`src/rtl/uart_regs_pkg.sv`:
```
package uart_regs_pkg;
  localparam int ADDR_W = 12;
  localparam int DATA_W = 32;
  localparam int RX_W   = 12;
  localparam int INT_W  = 11;
  localparam int IDX_W  = 5;

  localparam logic [IDX_W-1:0] IX_DATA  = 5'd0;
  localparam logic [IDX_W-1:0] IX_RSR   = 5'd1;
  localparam logic [IDX_W-1:0] IX_FLAG  = 5'd6;
  localparam logic [IDX_W-1:0] IX_ILP   = 5'd8;
  localparam logic [IDX_W-1:0] IX_IDIV  = 5'd9;
  localparam logic [IDX_W-1:0] IX_FDIV  = 5'd10;
  localparam logic [IDX_W-1:0] IX_LINE  = 5'd11;
  localparam logic [IDX_W-1:0] IX_CTRL  = 5'd12;
  localparam logic [IDX_W-1:0] IX_LVL   = 5'd13;
  localparam logic [IDX_W-1:0] IX_MASK  = 5'd14;
  localparam logic [IDX_W-1:0] IX_RAW   = 5'd15;
  localparam logic [IDX_W-1:0] IX_MSKD  = 5'd16;
  localparam logic [IDX_W-1:0] IX_CLR   = 5'd17;
  localparam logic [IDX_W-1:0] IX_DMA   = 5'd18;
  localparam logic [IDX_W-1:0] IX_NONE  = 5'd31;

  localparam int TX_BIT = 5;
  localparam int RX_BIT = 4;

  typedef struct packed {
    logic            wrTx;
    logic            wrRsrClr;
    logic            wrIlp;
    logic            wrIdiv;
    logic            wrFdiv;
    logic            wrLine;
    logic            wrCtrl;
    logic            wrLvl;
    logic            wrMask;
    logic            wrClr;
    logic            wrDma;
    logic            rdEn;
    logic            rdPop;
    logic            rdId;
    logic [IDX_W-1:0] rdIdx;
    logic [2:0]      idIdx;
  } regStrobes_t;

  function automatic logic [7:0] idByte(input logic [2:0] n);
    case (n)
      3'd0: idByte = 8'h11;
      3'd1: idByte = 8'h10;
      3'd2: idByte = 8'h14;
      3'd3: idByte = 8'h00;
      3'd4: idByte = 8'h0D;
      3'd5: idByte = 8'hF0;
      3'd6: idByte = 8'h05;
      default: idByte = 8'hB1;
    endcase
  endfunction
endpackage

```
`src/rtl/uart_regs_ctrl.sv`:
```
module uart_regs_ctrl
  import uart_regs_pkg::*;
(
  input  logic              busValid,
  input  logic              busWrite,
  input  logic [ADDR_W-1:0] busAddr,
  input  logic              rxEmpty,
  output regStrobes_t       strb
);
  logic [ADDR_W-3:0] wordIdx;
  logic              isWr;
  logic              isRd;
  logic              inIdWin;
  logic              known;

  assign wordIdx = busAddr[ADDR_W-1:2];
  assign isWr    = busValid && busWrite;
  assign isRd    = busValid && !busWrite;
  assign inIdWin = (busAddr[ADDR_W-1:5] == '1);

  always_comb begin
    known = 1'b0;
    case (wordIdx)
      10'd0, 10'd1, 10'd6, 10'd8, 10'd9, 10'd10, 10'd11, 10'd12,
      10'd13, 10'd14, 10'd15, 10'd16, 10'd18: known = 1'b1;
      default: known = 1'b0;
    endcase
  end

  always_comb begin
    strb          = '0;
    strb.wrTx     = isWr && (wordIdx == 10'd0);
    strb.wrRsrClr = isWr && (wordIdx == 10'd1);
    strb.wrIlp    = isWr && (wordIdx == 10'd8);
    strb.wrIdiv   = isWr && (wordIdx == 10'd9);
    strb.wrFdiv   = isWr && (wordIdx == 10'd10);
    strb.wrLine   = isWr && (wordIdx == 10'd11);
    strb.wrCtrl   = isWr && (wordIdx == 10'd12);
    strb.wrLvl    = isWr && (wordIdx == 10'd13);
    strb.wrMask   = isWr && (wordIdx == 10'd14);
    strb.wrClr    = isWr && (wordIdx == 10'd17);
    strb.wrDma    = isWr && (wordIdx == 10'd18);
    strb.rdEn     = isRd;
    strb.rdPop    = isRd && (wordIdx == 10'd0) && !rxEmpty;
    strb.rdId     = isRd && inIdWin;
    strb.idIdx    = busAddr[4:2];
    strb.rdIdx    = known ? wordIdx[IDX_W-1:0] : IX_NONE;
  end
endmodule

```
`src/rtl/uart_regs_dp.sv`:
```
module uart_regs_dp
  import uart_regs_pkg::*;
(
  input  logic              clk,
  input  logic              rstN,
  input  regStrobes_t       strb,
  input  logic [DATA_W-1:0] busWdata,
  input  logic [RX_W-1:0]   rxData,
  input  logic              rxEmpty,
  input  logic              rxFull,
  input  logic              rxPush,
  output logic [DATA_W-1:0] busRdata,
  output logic              txValid,
  output logic [7:0]        txByte,
  output logic [INT_W-1:0]  rawBits,
  output logic [INT_W-1:0]  maskBits,
  output logic              irq
);
  logic [7:0]       ilpReg;
  logic [15:0]      idivReg;
  logic [5:0]       fdivReg;
  logic [7:0]       lineReg;
  logic [15:0]      ctrlReg;
  logic [5:0]       lvlReg;
  logic [2:0]       dmaReg;
  logic [3:0]       rsrReg;
  logic [7:0]       flagVal;
  logic [DATA_W-1:0] rdNext;

  assign flagVal = {1'b1, rxFull, 1'b0, rxEmpty, 4'b0};

  always_ff @(posedge clk or negedge rstN) begin
    if (!rstN) begin
      ilpReg   <= '0;
      idivReg  <= '0;
      fdivReg  <= '0;
      lineReg  <= '0;
      ctrlReg  <= 16'h0300;
      lvlReg   <= 6'h12;
      dmaReg   <= '0;
      maskBits <= '0;
    end else begin
      if (strb.wrIlp)  ilpReg   <= busWdata[7:0];
      if (strb.wrIdiv) idivReg  <= busWdata[15:0];
      if (strb.wrFdiv) fdivReg  <= busWdata[5:0];
      if (strb.wrLine) lineReg  <= busWdata[7:0];
      if (strb.wrCtrl) ctrlReg  <= busWdata[15:0];
      if (strb.wrLvl)  lvlReg   <= busWdata[5:0];
      if (strb.wrDma)  dmaReg   <= busWdata[2:0];
      if (strb.wrMask) maskBits <= busWdata[INT_W-1:0];
    end
  end

  always_ff @(posedge clk or negedge rstN) begin
    if (!rstN) begin
      rawBits <= '0;
    end else begin
      for (int b = 0; b < INT_W; b++) begin
        if (b == TX_BIT && strb.wrTx)
          rawBits[b] <= 1'b1;
        else if (b == RX_BIT && rxPush)
          rawBits[b] <= 1'b1;
        else if (strb.wrClr && busWdata[b])
          rawBits[b] <= 1'b0;
        else if (b == RX_BIT && rxEmpty)
          rawBits[b] <= 1'b0;
      end
    end
  end

  always_ff @(posedge clk or negedge rstN) begin
    if (!rstN) begin
      txValid <= 1'b0;
      txByte  <= '0;
      rsrReg  <= '0;
    end else begin
      txValid <= strb.wrTx;
      if (strb.wrTx) txByte <= busWdata[7:0];
      if (strb.wrRsrClr)
        rsrReg <= '0;
      else if (strb.rdEn && strb.rdIdx == IX_DATA)
        rsrReg <= rxData[RX_W-1:8];
    end
  end

  always_comb begin
    rdNext = '0;
    if (strb.rdId) begin
      rdNext[7:0] = idByte(strb.idIdx);
    end else begin
      case (strb.rdIdx)
        IX_DATA: rdNext[RX_W-1:0]  = rxData;
        IX_RSR:  rdNext[3:0]       = rsrReg;
        IX_FLAG: rdNext[7:0]       = flagVal;
        IX_ILP:  rdNext[7:0]       = ilpReg;
        IX_IDIV: rdNext[15:0]      = idivReg;
        IX_FDIV: rdNext[5:0]       = fdivReg;
        IX_LINE: rdNext[7:0]       = lineReg;
        IX_CTRL: rdNext[15:0]      = ctrlReg;
        IX_LVL:  rdNext[5:0]       = lvlReg;
        IX_MASK: rdNext[INT_W-1:0] = maskBits;
        IX_RAW:  rdNext[INT_W-1:0] = rawBits;
        IX_MSKD: rdNext[INT_W-1:0] = rawBits & maskBits;
        IX_DMA:  rdNext[2:0]       = dmaReg;
        default: rdNext            = '0;
      endcase
    end
  end

  always_ff @(posedge clk or negedge rstN) begin
    if (!rstN)
      busRdata <= '0;
    else if (strb.rdEn)
      busRdata <= rdNext;
  end

  assign irq = |(rawBits & maskBits);
endmodule

```
`src/rtl/uart_regs.sv`:
```
module uart_regs
  import uart_regs_pkg::*;
(
  input  logic        clk,
  input  logic        rstN,
  input  logic        busValid,
  input  logic        busWrite,
  input  logic [11:0] busAddr,
  input  logic [31:0] busWdata,
  output logic [31:0] busRdata,
  output logic        txValid,
  output logic [7:0]  txByte,
  input  logic [11:0] rxData,
  input  logic        rxEmpty,
  input  logic        rxFull,
  input  logic        rxPush,
  output logic        rxPop,
  output logic        irq
);
  regStrobes_t      strb;
  logic [INT_W-1:0] rawBits;
  logic [INT_W-1:0] maskBits;

  uart_regs_ctrl u_ctrl (
    .busValid (busValid),
    .busWrite (busWrite),
    .busAddr  (busAddr),
    .rxEmpty  (rxEmpty),
    .strb     (strb)
  );

  uart_regs_dp u_dp (
    .clk      (clk),
    .rstN     (rstN),
    .strb     (strb),
    .busWdata (busWdata),
    .rxData   (rxData),
    .rxEmpty  (rxEmpty),
    .rxFull   (rxFull),
    .rxPush   (rxPush),
    .busRdata (busRdata),
    .txValid  (txValid),
    .txByte   (txByte),
    .rawBits  (rawBits),
    .maskBits (maskBits),
    .irq      (irq)
  );

  assign rxPop = strb.rdPop;
endmodule

```
`config.mk`:
```
export PLATFORM = sky130hd
export DESIGN_NAME = uart_regs
export DESIGN_NICKNAME = d
export VERILOG_FILES = /design/src/rtl/uart_regs_pkg.sv /design/src/rtl/uart_regs_ctrl.sv /design/src/rtl/uart_regs_dp.sv /design/src/rtl/uart_regs.sv
export SDC_FILE = /design/constraint.sdc
export NUM_CORES = 1
export LEC_CHECK = 0
export CAP_MARGIN = 40
export CORE_MARGIN = 3
export CORE_UTILIZATION = 39
export DETAILED_ROUTE_END_ITERATION = 10
export GPL_TIMING_DRIVEN = 0
export SLEW_MARGIN = 0
export SYNTH_ARGS = -nofsm -noshare
export SYNTH_HDL_FRONTEND = slang
export SYNTH_SLANG_ARGS = --single-unit
```
`constraint.sdc`:
```
create_clock -name clk -period 2.15 [get_ports clk]
set_input_delay 0.43 -clock clk [delete_from_list [all_inputs] [get_ports clk]]
set_output_delay 0.43 -clock clk [all_outputs]
set_load 0.02 [all_outputs]
```
# After elaboration in Yosys (flattened, before gate mapping)
# Memories as Yosys holds them, arrays and structs flattened.
# Index checks and enable logic that the tools add are counted.
op_classes:
  eq_ne: 29
  n_mux: 19
  n_bitwise: 1
  n_reduce_logical: 29
ops:
  columns: ["operator", "n"]
  rows:
  - ["$eq A10 B4 Y1 const B", 7]
  - ["$pmux W8 S7", 1]
  - ["$eq A5 B4 Y1 const B", 8]
  - ["$pmux W3 S11", 1]
  - ["$pmux W2 S11", 1]
  - ["$eq A10 B5 Y1 const B", 2]
  - ["$logic_and A1 B1 Y1", 19]
  - ["$mux W8", 2]
  - ["$pmux W2 S8", 1]
  - ["$pmux W3 S5", 1]
  - ["$and A6 B11 Y11", 1]
  - ["$reduce_or A11 Y1", 1]
  - ["$eq A10 B1 Y1 const B", 1]
  - ["$eq A5 B5 Y1 const B", 2]
  - ["$logic_not A10 Y1", 1]
  - ["$logic_not A5 Y1", 2]
  - ["$pmux W1 S10", 1]
  - ["$eq A3 B3 Y1 const B", 3]
  - ["$mux W4", 2]
  - ["$pmux W4 S2", 1]
  - ["$eq A7 B7 Y1 const B", 1]
  - ["$eq A3 B2 Y1 const B", 2]
  - ["$mux W1", 6]
  - ["$eq A5 B1 Y1 const B", 1]
  - ["other kinds (8)", 10]
word_totals:
  ff_bits: 121
  rom_bits: 32
  n_memories: 1
memory_table:
  columns: ["name", "depth", "width", "rd", "rd_clocked_by_memory_dff", "wr", "line_no", "source"]
  rows:
  - ["(no name shown)", 32, 1, 1, 0, 0, "uart_regs_ctrl.sv:23", "case (wordIdx)"]

# Longest topological paths before layout
depth:
  ltp_word: 7
  depth_mapped: 8
  depth_no_buf: 5

# By module
# A second synthesis with hierarchy kept.
unflattened:
  cells_unflattened: 497
  hier_area_um2: 5516.5
by_module_without_submodules:
  columns: ["mod", "n_inst", "cells_each", "area_each_um2", "seq_area_each_um2"]
  rows:
  - ["uart_regs_dp", 1, 437, 5129.9, 2632.5]
  - ["uart_regs_ctrl", 1, 60, 386.6, 0.0]

# Least setup slack after synthesis
# No wires, ideal clock.
synth_timing:
  path_type: "input to output"
  startpoint: "in busAddr[2]"
  endpoint: "out rxPop"
  t_arrival_ps: 1736
  t_required_ps: 1720
  slack_ps: -16
  cell_stages: 4
  path_buffers: 1
  path_cell_list: "buf_2 -> or4_1 -> nor3_2 -> and3_1"
synth_via:
  elab_chain_len: 3
synth_lines:
  columns: ["element", "line_no", "source"]
  rows:
  - ["from (decl)", "uart_regs.sv:8", "input logic [11:0] busAddr,"]
  - ["$logic_not A10 Y1", "uart_regs_ctrl.sv:44", "strb.rdPop = isRd && (wordIdx == 10'd0) && !rxEmpty;"]
  - ["$logic_and A1 B1 Y1 (2 in series)", "uart_regs_ctrl.sv:44", null]
  - ["to (decl)", "uart_regs.sv:17", "output logic rxPop,"]
# No other way between the ends.

# Worst setup path after layout
layout_timing:
  startpoint: "in busAddr[8]"
  endpoint: "out rxPop"
# The elaborated chain is that of the path after synthesis.

==> impl_metrics.ini <==
[floorplan]
placementRows = 41
die_w_um = 121
fp.dieH_um = 121
core_area_mm2 = 0.0128
initial_core_util_pct = 40.3
die-area_mm2 = 0.0146
ios = 106

[cells_and_area]
n_antenna_cell = 0
fin_nets = 610
area_growth_pct = 32.2
drive_above_1_share_pct = 33.7

[yosys]
ys.flop_type = dfrtp_1
yosysSeqAreaShare_pct = 51.1
yosys.area.top_type = dfrtp_1
syn_area_mm2 = 0.00515
ys_warn_count = 0
synth_area_per_cell_um2 = 12.0
synthTopCellsByArea = dfrtp_1, mux2_2, mux2_1, buf_4, nand2_1
yosysTopAreaCellShare_pct = 49.1
synth_cells = 429
synth-seq-cells = 105
synth_cell_types = 58
async_flop_share_pct = 100
synth_edf_count = 0

[cts]
clockBufferDepth = 2
cts.sinks = 105
cts_made_buffers = 9
clock_latency_ns = 0.35
cts.clk_slew.worst_paths_ns = 0.06
cts_tree = yes
htree_levels = 3
cts-root-buf = clkbuf_16

[placement]
dp_slack_ns = -1.38
gp_congestion = 0.873
numPortBuffers = 69
place_hpwl_mm = 10.3

[detailed_routing]
drt_iter0_drc = 196
drtPass1Iterations = 4
wl_per_cell_um = 20.4
ant_nets = 0
remaining_drc_errors = 0
vias_per_cell = 5.58
wl_mm = 14.8
vias = 4038

[global_routing]
grt_pass1_vias = 3991
grt_start_max_net_pins = 38
grt_pass1_wl_mm = 23.2
busiest_layer = met2
grt-ovfl-total = 0
use_met1_pct = 29.7
antenna_found_initial = 0
track_usage_pct = 21.0
grt_util_met3_pct = 3.26
grt_use_met2_pct = 32.8

[timing]
slew_headroom_pct = 54.6
setup_viol_count_final = 0
skew_ns = 0.00265
min_period_ns = 2.11
timing.fmax_mhz = 474
tns_ns = 0
rsz0062_at_grt = false
postLayoutSetupSlackWorst_ns = 0.0422
worst_slew_pin_slew_ns = 0.680
finalCritPeriodShare_pct = 98.0
finalMaxSlewViolations = 0
hold_viol = 0

[setup_path]
crit_required_ns = 1.72
path_class = input pin to primary output
arrival_ns = 1.68
critPathLaunchType = input pin
crit_start = busAddr[8]
cp-end-kind = primary output
r2r_start = u_dp.rsrReg[3]
worstPathMaxFanout = 6

[power_and_ir_drop]
p_leak_nw = 3.19
cellPowerDensity_mw_per_mm2 = 607
seq_power_share_pct = 49.2
swShare_pct = 23.8
internal_power_mw = 3.15
ir_drop_v = 0.000337
combPwrFrac_pct = 11.5
switching_power_mw = 0.985
pwr-share-clk_pct = 39.4

[outcome]
outcome = finished, final reports clean

[run]
max_cap_viol_count = 0

[min_path]
hold_path_class = input pin to asynchronous set/reset pin
area by class of cell:
cell class	count	area (µm²)
Fill cell	1108	5960
Sequential cell	105	2630
Multi-Input combinational cell	299	2460
Timing Repair Buffer	93	926
Buffer	37	278
Clock buffer	14	254
Tap cell	172	215
Clock inverter	2	37.5
Inverter	2	7.51
worst max-delay path: stages:
cell             delay, ns
clkdlybuf4s15_1       0.22
or3_4                 0.45
nor3_4                0.25
and3_1                0.21
buf_6                 0.12
cells in the final DEF, fill, tap and decap left out, drive strengths merged, types with 3 or more instances in the layout:
cell,count
buf,55
a22o,9
nor3b,5
nor4,5
o31ai,5
nand3,6
nand2,33
nand2b,4
mux2i,8
mux2,90
o21ai,16
nand4,3
a21o,4
a22oi,11
clkdlybuf4s50,57
dfstp,4
a21oi,8
dfrtp,101
a221oi,7
nor2b,7
nor2,16
a31oi,9
clkbuf,29
conb,16
nor3,6
through the flow:
| stage | hold WS [ns] | power (mW) | cell area, µm² | std cells | util [%] |
|---|---|---|---|---|---|
| 3_3_place_gp | 0.457 | 2.51 | 6120 | 685 | 47.9 |
| 2_1_floorplan | 0.134 | 2.27 | 5210 | 444 | - |
| 3_5_place_dp | 0.411 | 2.52 | 6180 | 690 | 48.4 |
| 5_1_grt | 0.0542 | 4.30 | 6810 | 724 | 53.3 |
| 6_report | 0.0280 | 4.14 | 6810 | 724 | 53.3 |
| 4_1_cts | 0.0377 | 4.17 | 6760 | 720 | 52.9 |
path summary, 6_finish.rpt:
| path | depth (start not counted) | slack, ns | end |
|---|---|---|---|
| max in group asynchronous | 3 | 1.26 | u_dp.lvlReg[4] |
| max reg2reg | 3 | 0.70 | u_dp.busRdata[3] |
| min in group clk | 1 | 0.47 | u_dp.busRdata[8] |
| max | 5 | 0.04 | rxPop |
| min reg2reg | 1 | 0.47 | u_dp.busRdata[8] |
| min | 1 | 0.03 | u_dp.txByte[5] |
logic make-up (layout without fill, tap and decap cells):
logic type,count (synthesis),in the layout,share of synthesized area [%]
muxes,98,98,21.2
AOI/OAI and AO/OA,81,81,11.1
other,1,16,0.0728
buffers and inverters,40,148,4.32
and+or+nand+nor,104,104,12.1
DFF,105,105,51.1
layer usage:
metal / vias up / part of all wire [%] / wire length [µm]
li1: 1805 / - / -
met3: 24 / 6.4 / 938
met4: 0 / 2.1 / 316
met1: 2059 / 45 / 6630
met5: - / 0 / 0
met2: 150 / 47 / 6880
synth_stat cells, types with 4 or more instances:
cell type,instances
a22o_1,9
mux2i_1,8
nor3b_1,4
a31oi_1,9
mux2_1,12
mux2_2,78
o31ai_1,5
a221oi_1,7
nor3_1,4
buf_2,7
clkbuf_1,11
nor2b_1,7
dfstp_2,4
a22oi_1,11
nand3_1,5
a21o_1,4
o21ai_0,16
nand2_1,32
a21oi_1,8
buf_4,17
nor2_1,15
nand2b_1,4
dfrtp_1,101
power groups by stage:
stage / Sequential, mW / Clock, mW / Combinational, mW
finish: 2.03 / 1.63 / 0.474
global route: 2.04 / 1.75 / 0.509
CTS: 2.03 / 1.67 / 0.469
detailed placement: 2.07 / 0 / 0.448
global placement: 2.07 / 0 / 0.437
floorplan: 2.09 / 0 / 0.180
repair_timing:
action,4_1_cts,5_1_grt
hold buffers,0,0
gates resized for setup,66,19
gates cloned,2,0
buffers inserted,13,4
pin swaps,9,6
setup endpoints to repair,104,52
sequential cells by signal, indices dropped and copies added, names as in the netlist, 3 cells and up:
| signal | count |
|---|---|
| u_dp.busRdata | 16 |
| u_dp.ctrlReg | 16 |
| u_dp.idivReg | 16 |
| u_dp.maskBits | 11 |
| u_dp.ilpReg | 8 |
| u_dp.lineReg | 8 |
| u_dp.txByte | 8 |
| u_dp.fdivReg | 6 |
| u_dp.lvlReg | 6 |
| u_dp.rsrReg | 4 |
| u_dp.dmaReg | 3 |
No activity file was read; power rests on OpenSTA's default activity.
